### config.mk
export PLATFORM = sky130hd
export DESIGN_NAME = frc_dither
export DESIGN_NICKNAME = d
export VERILOG_FILES = /design/src/rtl/frc_pkg.sv /design/src/rtl/frc_pattern_bank.sv /design/src/rtl/frc_row_phase.sv /design/src/rtl/frc_dot_select.sv /design/src/rtl/frc_dither.sv
export SDC_FILE = /design/constraint.sdc
export NUM_CORES = 1
export LEC_CHECK = 0
export BUFFER_PORTS_ARGS = -buffer_cell sky130_fd_sc_hd__buf_2
export CORE_MARGIN = 4
export CORE_UTILIZATION = 45
export CTS_CLUSTER_DIAMETER = 120
export DETAILED_ROUTE_END_ITERATION = 16
export GPL_TIMING_DRIVEN = 0
export PLACE_DENSITY = 0.67
export SYNTH_ARGS = -nofsm -noshare
export SYNTH_HDL_FRONTEND = slang
export SYNTH_SLANG_ARGS = --single-unit
### constraint.sdc
create_clock -name clk -period 10.78 [get_ports clk]
set_input_delay 1.617 -clock clk [delete_from_list [all_inputs] [get_ports clk]]
set_output_delay 1.617 -clock clk [all_outputs]
set_load 0.005 [all_outputs]
### src/rtl/frc_pkg.sv
package frc_pkg;
  localparam int NUM_PAT = 8;
  localparam int ROW_W   = 4;
  localparam int MAX_ROWS = 7;
  localparam int PAT_W   = ROW_W * MAX_ROWS;
  localparam int SEL_W   = $clog2(NUM_PAT);
  localparam int NUM_DEN = 4;

  typedef logic [PAT_W-1:0] pat_t;

  // selector encoding, also used by the write port
  typedef enum logic [SEL_W-1:0] {
    PS_2OF3 = 3'd0, PS_2OF4 = 3'd1, PS_3OF4 = 3'd2, PS_3OF5 = 3'd3,
    PS_4OF5 = 3'd4, PS_4OF7 = 3'd5, PS_5OF7 = 3'd6, PS_6OF7 = 3'd7
  } pat_sel_e;

  function automatic int unsigned rows_of(int unsigned s);
    case (s)
      0:       return 3;
      1, 2:    return 4;
      3, 4:    return 5;
      default: return 7;
    endcase
  endfunction

  function automatic int unsigned den_of_ix(int unsigned k);
    case (k)
      0:       return 3;
      1:       return 4;
      2:       return 5;
      default: return 7;
    endcase
  endfunction

  function automatic pat_t default_of(int unsigned s);
    case (s)
      0:       return 28'h00007DA;
      1:       return 28'h000A5A5;
      2:       return 28'h0007DBE;
      3:       return 28'h007A5AD;
      4:       return 28'h007DFBE;
      5:       return 28'hB9DC663;
      6:       return 28'h7B5ADEF;
      default: return 28'hFBFDFE7;
    endcase
  endfunction

  function automatic pat_t used_mask(int unsigned s);
    logic [31:0] m;
    m = (32'd1 << (ROW_W * rows_of(s))) - 32'd1;
    return m[PAT_W-1:0];
  endfunction
endpackage

### src/rtl/frc_pattern_bank.sv
module frc_pattern_bank
  import frc_pkg::*;
#(
  parameter int N_PAT = NUM_PAT,
  parameter int P_W   = PAT_W,
  parameter int S_W   = SEL_W
) (
  input  logic                       clk,
  input  logic                       rst,
  input  logic                       wr_en,
  input  logic [S_W-1:0]             wr_sel,
  input  logic [P_W-1:0]             wr_data,
  input  logic                       restore,
  input  logic                       frame_sync,
  output logic [N_PAT-1:0][P_W-1:0]  act_o
);
  logic [N_PAT-1:0][P_W-1:0] pend_q;
  logic [N_PAT-1:0][P_W-1:0] act_q;
  logic [N_PAT-1:0][P_W-1:0] def_all;

  for (genvar i = 0; i < N_PAT; i++) begin : g_slot
    localparam logic [P_W-1:0] DEF_I  = P_W'(default_of(i));
    localparam logic [P_W-1:0] MASK_I = P_W'(used_mask(i));
    logic hit;
    assign hit        = wr_en && (wr_sel == S_W'(i));
    assign def_all[i] = DEF_I;

    always_ff @(posedge clk) begin
      if (rst) begin
        pend_q[i] <= DEF_I;
        act_q[i]  <= DEF_I;
      end else begin
        if (frame_sync) act_q[i] <= pend_q[i];
        if (restore)    pend_q[i] <= DEF_I;
        else if (hit)   pend_q[i] <= wr_data & MASK_I;
      end
    end
  end

  assign act_o = act_q;

  AST_MIDFRAME_HOLD: assert property (@(posedge clk) disable iff (rst)
    !frame_sync |=> $stable(act_q));

  AST_SYNC_TAKES_OLD: assert property (@(posedge clk) disable iff (rst)
    frame_sync |=> (act_q == $past(pend_q)));

  AST_RESTORE_WINS: assert property (@(posedge clk) disable iff (rst)
    restore |=> (pend_q == def_all));
endmodule

### src/rtl/frc_row_phase.sv
module frc_row_phase
  import frc_pkg::*;
#(
  parameter int LINE_W  = 10,
  parameter int FRAME_W = 8,
  parameter int N_DEN   = NUM_DEN
) (
  input  logic [LINE_W-1:0]      line_idx,
  input  logic [FRAME_W-1:0]     frame_idx,
  output logic [N_DEN-1:0][2:0]  rows_o
);
  localparam int SUM_W = ((LINE_W > FRAME_W) ? LINE_W : FRAME_W) + 1;
  logic [SUM_W-1:0] phase_sum;

  assign phase_sum = SUM_W'(line_idx) + SUM_W'(frame_idx);

  for (genvar k = 0; k < N_DEN; k++) begin : g_den
    localparam int D = den_of_ix(k);
    assign rows_o[k] = 3'(phase_sum % SUM_W'(D));
  end
endmodule

### src/rtl/frc_dot_select.sv
module frc_dot_select
  import frc_pkg::*;
#(
  parameter int COL_W = 10,
  parameter int N_PAT = NUM_PAT,
  parameter int P_W   = PAT_W,
  parameter int N_DEN = NUM_DEN
) (
  input  logic [3:0]                 pix_grey,
  input  logic [COL_W-1:0]           pix_col,
  input  logic [N_PAT-1:0][P_W-1:0]  pat_i,
  input  logic [N_DEN-1:0][2:0]      rows_i,
  output logic                       dot_o
);
  logic [1:0]     lane;
  pat_sel_e       sel;
  logic           inv, fixed, fixed_val;
  logic [1:0]     den_ix;
  logic [2:0]     nrow, row;
  logic [4:0]     shift;
  logic [P_W-1:0] pat_cur;
  logic [3:0]     nib;

  assign lane = 2'(pix_col % COL_W'(4));

  always_comb begin
    sel = PS_2OF3; inv = 1'b0; fixed = 1'b0; fixed_val = 1'b0;
    unique case (pix_grey)
      4'd15: begin fixed = 1'b1; fixed_val = 1'b1; end
      4'd14: sel = PS_6OF7;
      4'd13: sel = PS_4OF5;
      4'd12: sel = PS_3OF4;
      4'd11: sel = PS_5OF7;
      4'd10: sel = PS_2OF3;
      4'd9:  sel = PS_3OF5;
      4'd8:  sel = PS_4OF7;
      4'd7:  sel = PS_2OF4;
      4'd6:  begin sel = PS_4OF7; inv = 1'b1; end
      4'd5:  begin sel = PS_3OF5; inv = 1'b1; end
      4'd4:  begin sel = PS_2OF3; inv = 1'b1; end
      4'd3:  begin sel = PS_5OF7; inv = 1'b1; end
      4'd2:  begin sel = PS_4OF5; inv = 1'b1; end
      4'd1:  begin sel = PS_6OF7; inv = 1'b1; end
      default: begin fixed = 1'b1; fixed_val = 1'b0; end
    endcase
  end

  always_comb begin
    unique case (sel)
      PS_2OF3:          begin den_ix = 2'd0; nrow = 3'd3; end
      PS_2OF4, PS_3OF4: begin den_ix = 2'd1; nrow = 3'd4; end
      PS_3OF5, PS_4OF5: begin den_ix = 2'd2; nrow = 3'd5; end
      default:          begin den_ix = 2'd3; nrow = 3'd7; end
    endcase
    row     = rows_i[den_ix];
    shift   = {nrow - 3'd1 - row, 2'b00};
    pat_cur = pat_i[sel];
    nib     = pat_cur[shift +: 4];
    dot_o   = fixed ? fixed_val : (nib[~lane] ^ inv);
  end
endmodule

### src/rtl/frc_dither.sv
module frc_dither
  import frc_pkg::*;
#(
  parameter int COL_W   = 10,
  parameter int LINE_W  = 10,
  parameter int FRAME_W = 8
) (
  input  logic                clk,
  input  logic                rst,
  input  logic [3:0]          pix_grey,
  input  logic [COL_W-1:0]    pix_col,
  input  logic [LINE_W-1:0]   line_idx,
  input  logic [FRAME_W-1:0]  frame_idx,
  input  logic                frame_sync,
  input  logic                cfg_we,
  input  logic [2:0]          cfg_sel,
  input  logic [27:0]         cfg_data,
  input  logic                cfg_restore,
  output logic                dot_o
);
  logic [NUM_PAT-1:0][PAT_W-1:0] act_pats;
  logic [NUM_DEN-1:0][2:0]       rows;

  frc_pattern_bank #(.N_PAT(NUM_PAT), .P_W(PAT_W), .S_W(SEL_W)) u_bank (
    .clk(clk), .rst(rst), .wr_en(cfg_we), .wr_sel(cfg_sel),
    .wr_data(cfg_data), .restore(cfg_restore), .frame_sync(frame_sync),
    .act_o(act_pats)
  );

  frc_row_phase #(.LINE_W(LINE_W), .FRAME_W(FRAME_W), .N_DEN(NUM_DEN)) u_phase (
    .line_idx(line_idx), .frame_idx(frame_idx), .rows_o(rows)
  );

  frc_dot_select #(.COL_W(COL_W), .N_PAT(NUM_PAT), .P_W(PAT_W), .N_DEN(NUM_DEN)) u_sel (
    .pix_grey(pix_grey), .pix_col(pix_col), .pat_i(act_pats),
    .rows_i(rows), .dot_o(dot_o)
  );

  AST_FULL_ON: assert property (@(posedge clk) disable iff (rst)
    (pix_grey == 4'hF) |-> dot_o);

  AST_FULL_OFF: assert property (@(posedge clk) disable iff (rst)
    (pix_grey == 4'h0) |-> !dot_o);
endmodule

# After elaboration in Yosys (flattened, before gate mapping)
# Index checks and enable logic that the tools add are counted.
word_totals:
  reg_bits: 336
  input_bits: 68
  elab_cells: 86
op_classes:
  add_sub_neg: 3
  n_div: 3
  order_cmp: 3
  eq_ne: 26
  n_shift: 1
  mux: 12
  bitwise_logic: 2
  reduce_logical: 20
ops:
  columns: ["cell", "count"]
  rows:
  - ["28-bit binary-select mux with 3-bit select", 1]
  - ["4-bit equality test (second input constant)", 8]
  - ["28-bit two-way mux", 1]
  - ["28-bit by 6-bit indexed part select with 4-bit output", 1]
  - ["11-bit by 3-bit modulo with 11-bit output (second input constant)", 2]
  - ["3-bit one-hot mux with 7 select lines", 1]
  - ["4-bit by 3-bit equality test with 1-bit output (second input constant)", 4]
  - ["2-bit OR reduction", 8]
  - ["3-bit equality test (second input constant)", 5]
  - ["14-bit OR reduction", 1]
  - ["3-bit by 2-bit equality test with 1-bit output (second input constant)", 4]
  - ["10-bit by 8-bit adder with 11-bit output", 1]
  - ["11-bit by 2-bit modulo with 11-bit output (second input constant)", 1]
  - ["3-bit one-hot mux with 3 select lines", 1]
  - ["4-bit by 2-bit equality test with 1-bit output (second input constant)", 2]
  - ["1-bit logical AND", 8]
  - ["3-bit binary-select mux with 2-bit select", 1]
  - ["3-bit by 1-bit equality test with 1-bit output (second input constant)", 2]
  - ["3-bit logical NOT", 2]
  - ["2-bit by 3-bit less-than comparator with 1-bit output (second input constant)", 2]
  - ["2-bit one-hot mux with 3 select lines", 1]
  - ["6-bit OR reduction", 1]
  - ["4-bit by 1-bit equality test with 1-bit output (second input constant)", 1]
  - ["3-bit by 4-bit less-than comparator with 1-bit output (second input constant)", 1]
  - ["other kinds (7)", 10]

# Logic depth before layout (Yosys ltp)
depth:
  word_depth: 14
  ltp_mapped: 38
  depth_no_buf: 36

# Hierarchy
# From an unflattened synthesis, not the netlist that was laid out.
unflattened:
  cells_unflattened: 2463
  hier_area_um2: 21135.3
modules_own_cells:
  columns: ["mod", "instances", "cells_per_inst", "area_each_um2"]
  rows:
  - ["frc_pattern_bank", 1, 1246, 13409.1]
  - ["frc_dot_select", 1, 720, 4455.5]
  - ["frc_row_phase", 1, 497, 3270.6]

# Worst setup path before layout
# OpenSTA, ideal clock, no wires.
synth_path:
  path_type: "input -> output"
  startpoint: "input line_idx[0]"
  endpoint: "output dot_o"
  t_arrival_ps: 9197
  slack_ps: -34
  stages: 34
  path_buffers: 1
  cell_sequence: "ha_1 > fa_1 > a21o_1 > a311o_4 > a211o_1 > buf_6 > a211o_1 > a22oi_2 > nand3_1 > a211o_1 > a221oi_2 > a211oi_2 > or3_4 > nand2_1 > xnor2_1 > ha_1 > nor2_1 > nand2_1 > and4_4 > a31oi_2 > nand2_1 > mux2_1 > mux2_2 > o21ai_2 > fa_1 > nor3_1 > o21ai_0 > o311ai_0 > a21oi_1 > nor4_1 > nand3_1 > a211oi_1 > nor2_1 > nand3_1"
synth_via:
  elab_chain_len: 10
synth_lines:
  columns: ["element", "line_no", "source"]
  rows:
  - ["from (decl)", "frc_dither.sv:12", "input logic [LINE_W-1:0] line_idx,"]
  - ["10-bit by 8-bit adder with 11-bit output (*)", "frc_row_phase.sv:15", "assign phase_sum = SUM_W'(line_idx) + SUM_W'(frame_idx);"]
  - ["11-bit by 2-bit modulo with 11-bit output or 11-bit by 3-bit modulo with 11-bit output (tied branches)", "frc_row_phase.sv:19", "assign rows_o[k] = 3'(phase_sum % SUM_W'(D));"]
  - ["3-bit binary-select mux with 2-bit select (*)", "frc_dot_select.sv:55", "row = rows_i[den_ix];"]
  - ["3-bit two-way mux (implied by the code) (*)", "frc_dot_select.sv:55", null]
  - ["3-bit subtractor (*)", "frc_dot_select.sv:56", "shift = {nrow - 3'd1 - row, 2'b00};"]
  - ["28-bit by 6-bit indexed part select with 4-bit output (*)", "frc_dot_select.sv:58", "nib = pat_cur[shift +: 4];"]
  - ["1-bit binary-select mux with 2-bit select (*)", "frc_dot_select.sv:59", "dot_o = fixed ? fixed_val : (nib[~lane] ^ inv);"]
  - ["1-bit two-way mux (implied by the code) (*)", "frc_dot_select.sv:59", null]
  - ["1-bit bitwise XOR (*)", "frc_dot_select.sv:59", null]
  - ["1-bit two-way mux (*)", "frc_dot_select.sv:59", null]
  - ["to (decl)", "frc_dither.sv:19", "output logic dot_o"]
# Every way passes the cells marked *; elsewhere a longest branch is shown, timed or not. The select of a mux whose other input is x is not followed.

# Worst setup path in the final report
layout_path:
  startpoint: "input frame_idx[0]"
  endpoint: "output dot_o"
layout_via:
  elab_chain_len: 10
layout_lines:
  columns: ["element", "line_no", "source"]
  rows:
  - ["from (decl)", "frc_dither.sv:13", "input logic [FRAME_W-1:0] frame_idx,"]
  - ["10-bit by 8-bit adder with 11-bit output (*)", "frc_row_phase.sv:15", null]
  - ["11-bit by 2-bit modulo with 11-bit output or 11-bit by 3-bit modulo with 11-bit output (tied branches)", "frc_row_phase.sv:19", null]
  - ["3-bit binary-select mux with 2-bit select (*)", "frc_dot_select.sv:55", null]
  - ["3-bit two-way mux (implied by the code) (*)", "frc_dot_select.sv:55", null]
  - ["3-bit subtractor (*)", "frc_dot_select.sv:56", null]
  - ["28-bit by 6-bit indexed part select with 4-bit output (*)", "frc_dot_select.sv:58", null]
  - ["1-bit binary-select mux with 2-bit select (*)", "frc_dot_select.sv:59", null]
  - ["1-bit two-way mux (implied by the code) (*)", "frc_dot_select.sv:59", null]
  - ["1-bit bitwise XOR (*)", "frc_dot_select.sv:59", null]
  - ["1-bit two-way mux (*)", "frc_dot_select.sv:59", null]
# Marks and branches as above.

==> results.json <==
{
  "outcome": "finished with violations",
  "violations": "negative setup slack",
  "grt_pass1_wl_um": 91200,
  "ys.warnings.count": 0,
  "rsz0062_at_grt": "yes",
  "setup_ws_ps": -121,
  "cts_sinks": 336,
  "peakVddDrop_v": 0.000121,
  "synth_ff_type": "dfxtp_1",
  "dp_hpwl_um": 43400,
  "synth_edf_count": 0,
  "clk_pin_slew_ps": 60,
  "routabilityCongestion": 0.991,
  "vias": 16500,
  "fin_skew_ps": 17.8,
  "cp.required_ps": 9160,
  "p_comb_share_pct": 36.1,
  "remaining_drc_errors": 0,
  "io_buffers": 40,
  "gr-total-overflow": 0,
  "stdcell_area_sq_um": 19200,
  "async_flop_share_pct": 0,
  "final_cell_mix": "459 x nand2_1, 336 x dfxtp_1, 152 x nand3_1",
  "power_frac_clock_pct": 30.3,
  "arrival_ps": 9280,
  "cts_buffers": 34,
  "ant_nets": 0,
  "worstPathMaxFanout": 6,
  "p_leak_uw": 0.00755,
  "drt_iter0_markers": 1737,
  "syn_inst": 2113,
  "ys_seq_area_share_pct": 39.8,
  "antenna_found_initial": 0,
  "drtPass1Iterations": 6,
  "clk_latency_ps": 510,
  "syn_area_per_cell_sq_um": 7.99,
  "met1_length_um": 25800,
  "routed_wl_um": 60300,
  "fin_cells": 2702,
  "cpPeakStageDelay_ps": 490,
  "tritoncts": "built",
  "grt_use_total_pct": 28.3,
  "start_kind": "input pin",
  "hold_path.class": "flip-flop to flip-flop",
  "placedCellCount": 2621,
  "grt_pass1_vias": 15400,
  "start_util_pct": 45.9,
  "min_period_ps": 10900,
  "drive_above_1_share_pct": 10.4,
  "syn_nets": 2200,
  "maxSlewViolCount": 0,
  "htreeDepth": 2,
  "cts_max_path_buffers": 3,
  "vias_per_cell": 6.12,
  "maxCapViolations": 0,
  "route.met3.wl_um": 4150,
  "rows": 70,
  "dieArea_sq_um": 40700,
  "grt_max_degree": 15,
  "mostFrequentLayoutCell": "nand2_1",
  "slew_headroom_pct": 36.4,
  "die_y_um": 202,
  "wl_met2_um": 27800,
  "synth_area_sq_um": 16900,
  "core_sq_um": 36800,
  "die_w_um": 202,
  "yosys_register_bits": 336,
  "swShare_pct": 35.3,
  "seq_power_share_pct": 33.6,
  "p_sw_uw": 1360,
  "max_freq_mhz": 91.7,
  "p_int_uw": 2480,
  "setup_viol": 1,
  "worst_pin_slew_ps": 954,
  "area_growth_pct": 14.0,
  "final_util_pct": 52.3,
  "wl_per_cell_um": 22.3,
  "hold_violations": 0,
  "critPathCaptureType": "output port",
  "fillers": 3455,
  "placed_area_sq_um": 17700,
  "n_antenna_cell": 0,
  "finish.net_count": 2297,
  "top_layer": "met4",
  "crit_type": "input pin to output port",
  "fin_crit_sh_pct": 101,
  "io_pins": 69,
  "cts-root-buf": "clkbuf_16",
  "p_per_area_nw_per_um2": 199,
  "ys_types": 93,
  "cp_slowest_cell": "fa_2"
}
worst paths after layout:
kind	startpoint	to	slack, ps	cells past startpoint
max reg2reg	u_bank.act_o[183]	u_bank.act_o[183]	9910	2
min	u_bank.pend_q[218]	u_bank.pend_q[218]	450	2
max	frame_idx[0]	dot_o	-120	38
min reg2reg	u_bank.pend_q[218]	u_bank.pend_q[218]	450	2
layer usage:
layer / GRT usage, % / vias to the layer above
li1: - / 7683
met5: 0 / -
met1: 38.4 / 7997
met3: 3.61 / 142
met4: 10.7 / 0
met2: 46.2 / 716
worst max-delay path: cells and delay by family:
kind | cells | cell delay (ps)
AO/OA/AOI/OAI | 15 | 3410
AND/OR/NAND/NOR | 12 | 1730
adder cells (fa/ha/maj) | 4 | 1250
buffers and inverters | 4 | 580
multiplexers | 2 | 580
XOR/XNOR | 1 | 90
what timing repair did:
item	CTS	global route
pin swaps	30	10
setup buffers	17	4
resized for setup	56	24
setup endpoints to repair	1	1
cloned	1	0
hold buffers	0	0
logic make-up after synthesis:
family	synth area share, %
AND/OR/NAND/NOR	26.5
adder cells (fa/ha/maj)	1.50
flip-flops	39.8
multiplexers	4.80
AO/OA/AOI/OAI	21.8
XOR/XNOR	0.830
buffers and inverters	4.67
stage by stage:
step,worst slack [ps],power (uW),hold slack (ps),TNS [ps]
2_1_floorplan,125,2200,435,0
3_3_place_gp,-1470,2490,441,-1470
3_5_place_dp,-1610,2520,448,-1610
4_1_cts,-22.2,3790,456,-22.2
5_1_grt,-529,4000,472,-529
6_report,-121,3840,455,-121
power by group through the flow:
stage	clock (uW)	combinational, uW	sequential, uW
floorplan	0	888	1310
global placement	0	1170	1320
detailed placement	0	1200	1320
CTS	1170	1330	1290
global route	1220	1490	1290
finish	1160	1390	1290
Yosys cell counts, types with 16 or more instances:
master | number | area share (%)
nand3_1 | 153 | 4.5
o21ai_0 | 38 | 1.1
and2_1 | 32 | 1.2
ha_1 | 17 | 1.3
mux2i_1 | 63 | 3.7
nand2_1 | 462 | 10
nor2b_1 | 127 | 4.7
a31oi_1 | 28 | 1.0
a211o_1 | 129 | 6.7
nor3_1 | 31 | 0.92
clkbuf_1 | 147 | 3.3
a21oi_1 | 108 | 3.2
dfxtp_1 | 336 | 40
nor2_1 | 113 | 2.5
a211oi_1 | 40 | 1.8
o21ai_1 | 16 | 0.47
o211ai_1 | 18 | 0.80
sequential cells by signal (all words and copies together) (netlist names):
register,count
u_bank.act_o,168
u_bank.pend_q,168
area by class of cell:
cell class	instances	area [sq um]	area share, %
Inverter	11	41.3	0.215
Sequential cell	336	6730	34.9
Clock inverter	11	88.8	0.462
Clock buffer	49	998	5.19
Multi-Input combinational cell	1582	9670	50.2
Timing Repair Buffer	62	367	1.90
Buffer	183	769	4.00
Tap cell	468	586	3.04
Note: power is estimated with default switching activity, not from simulation.
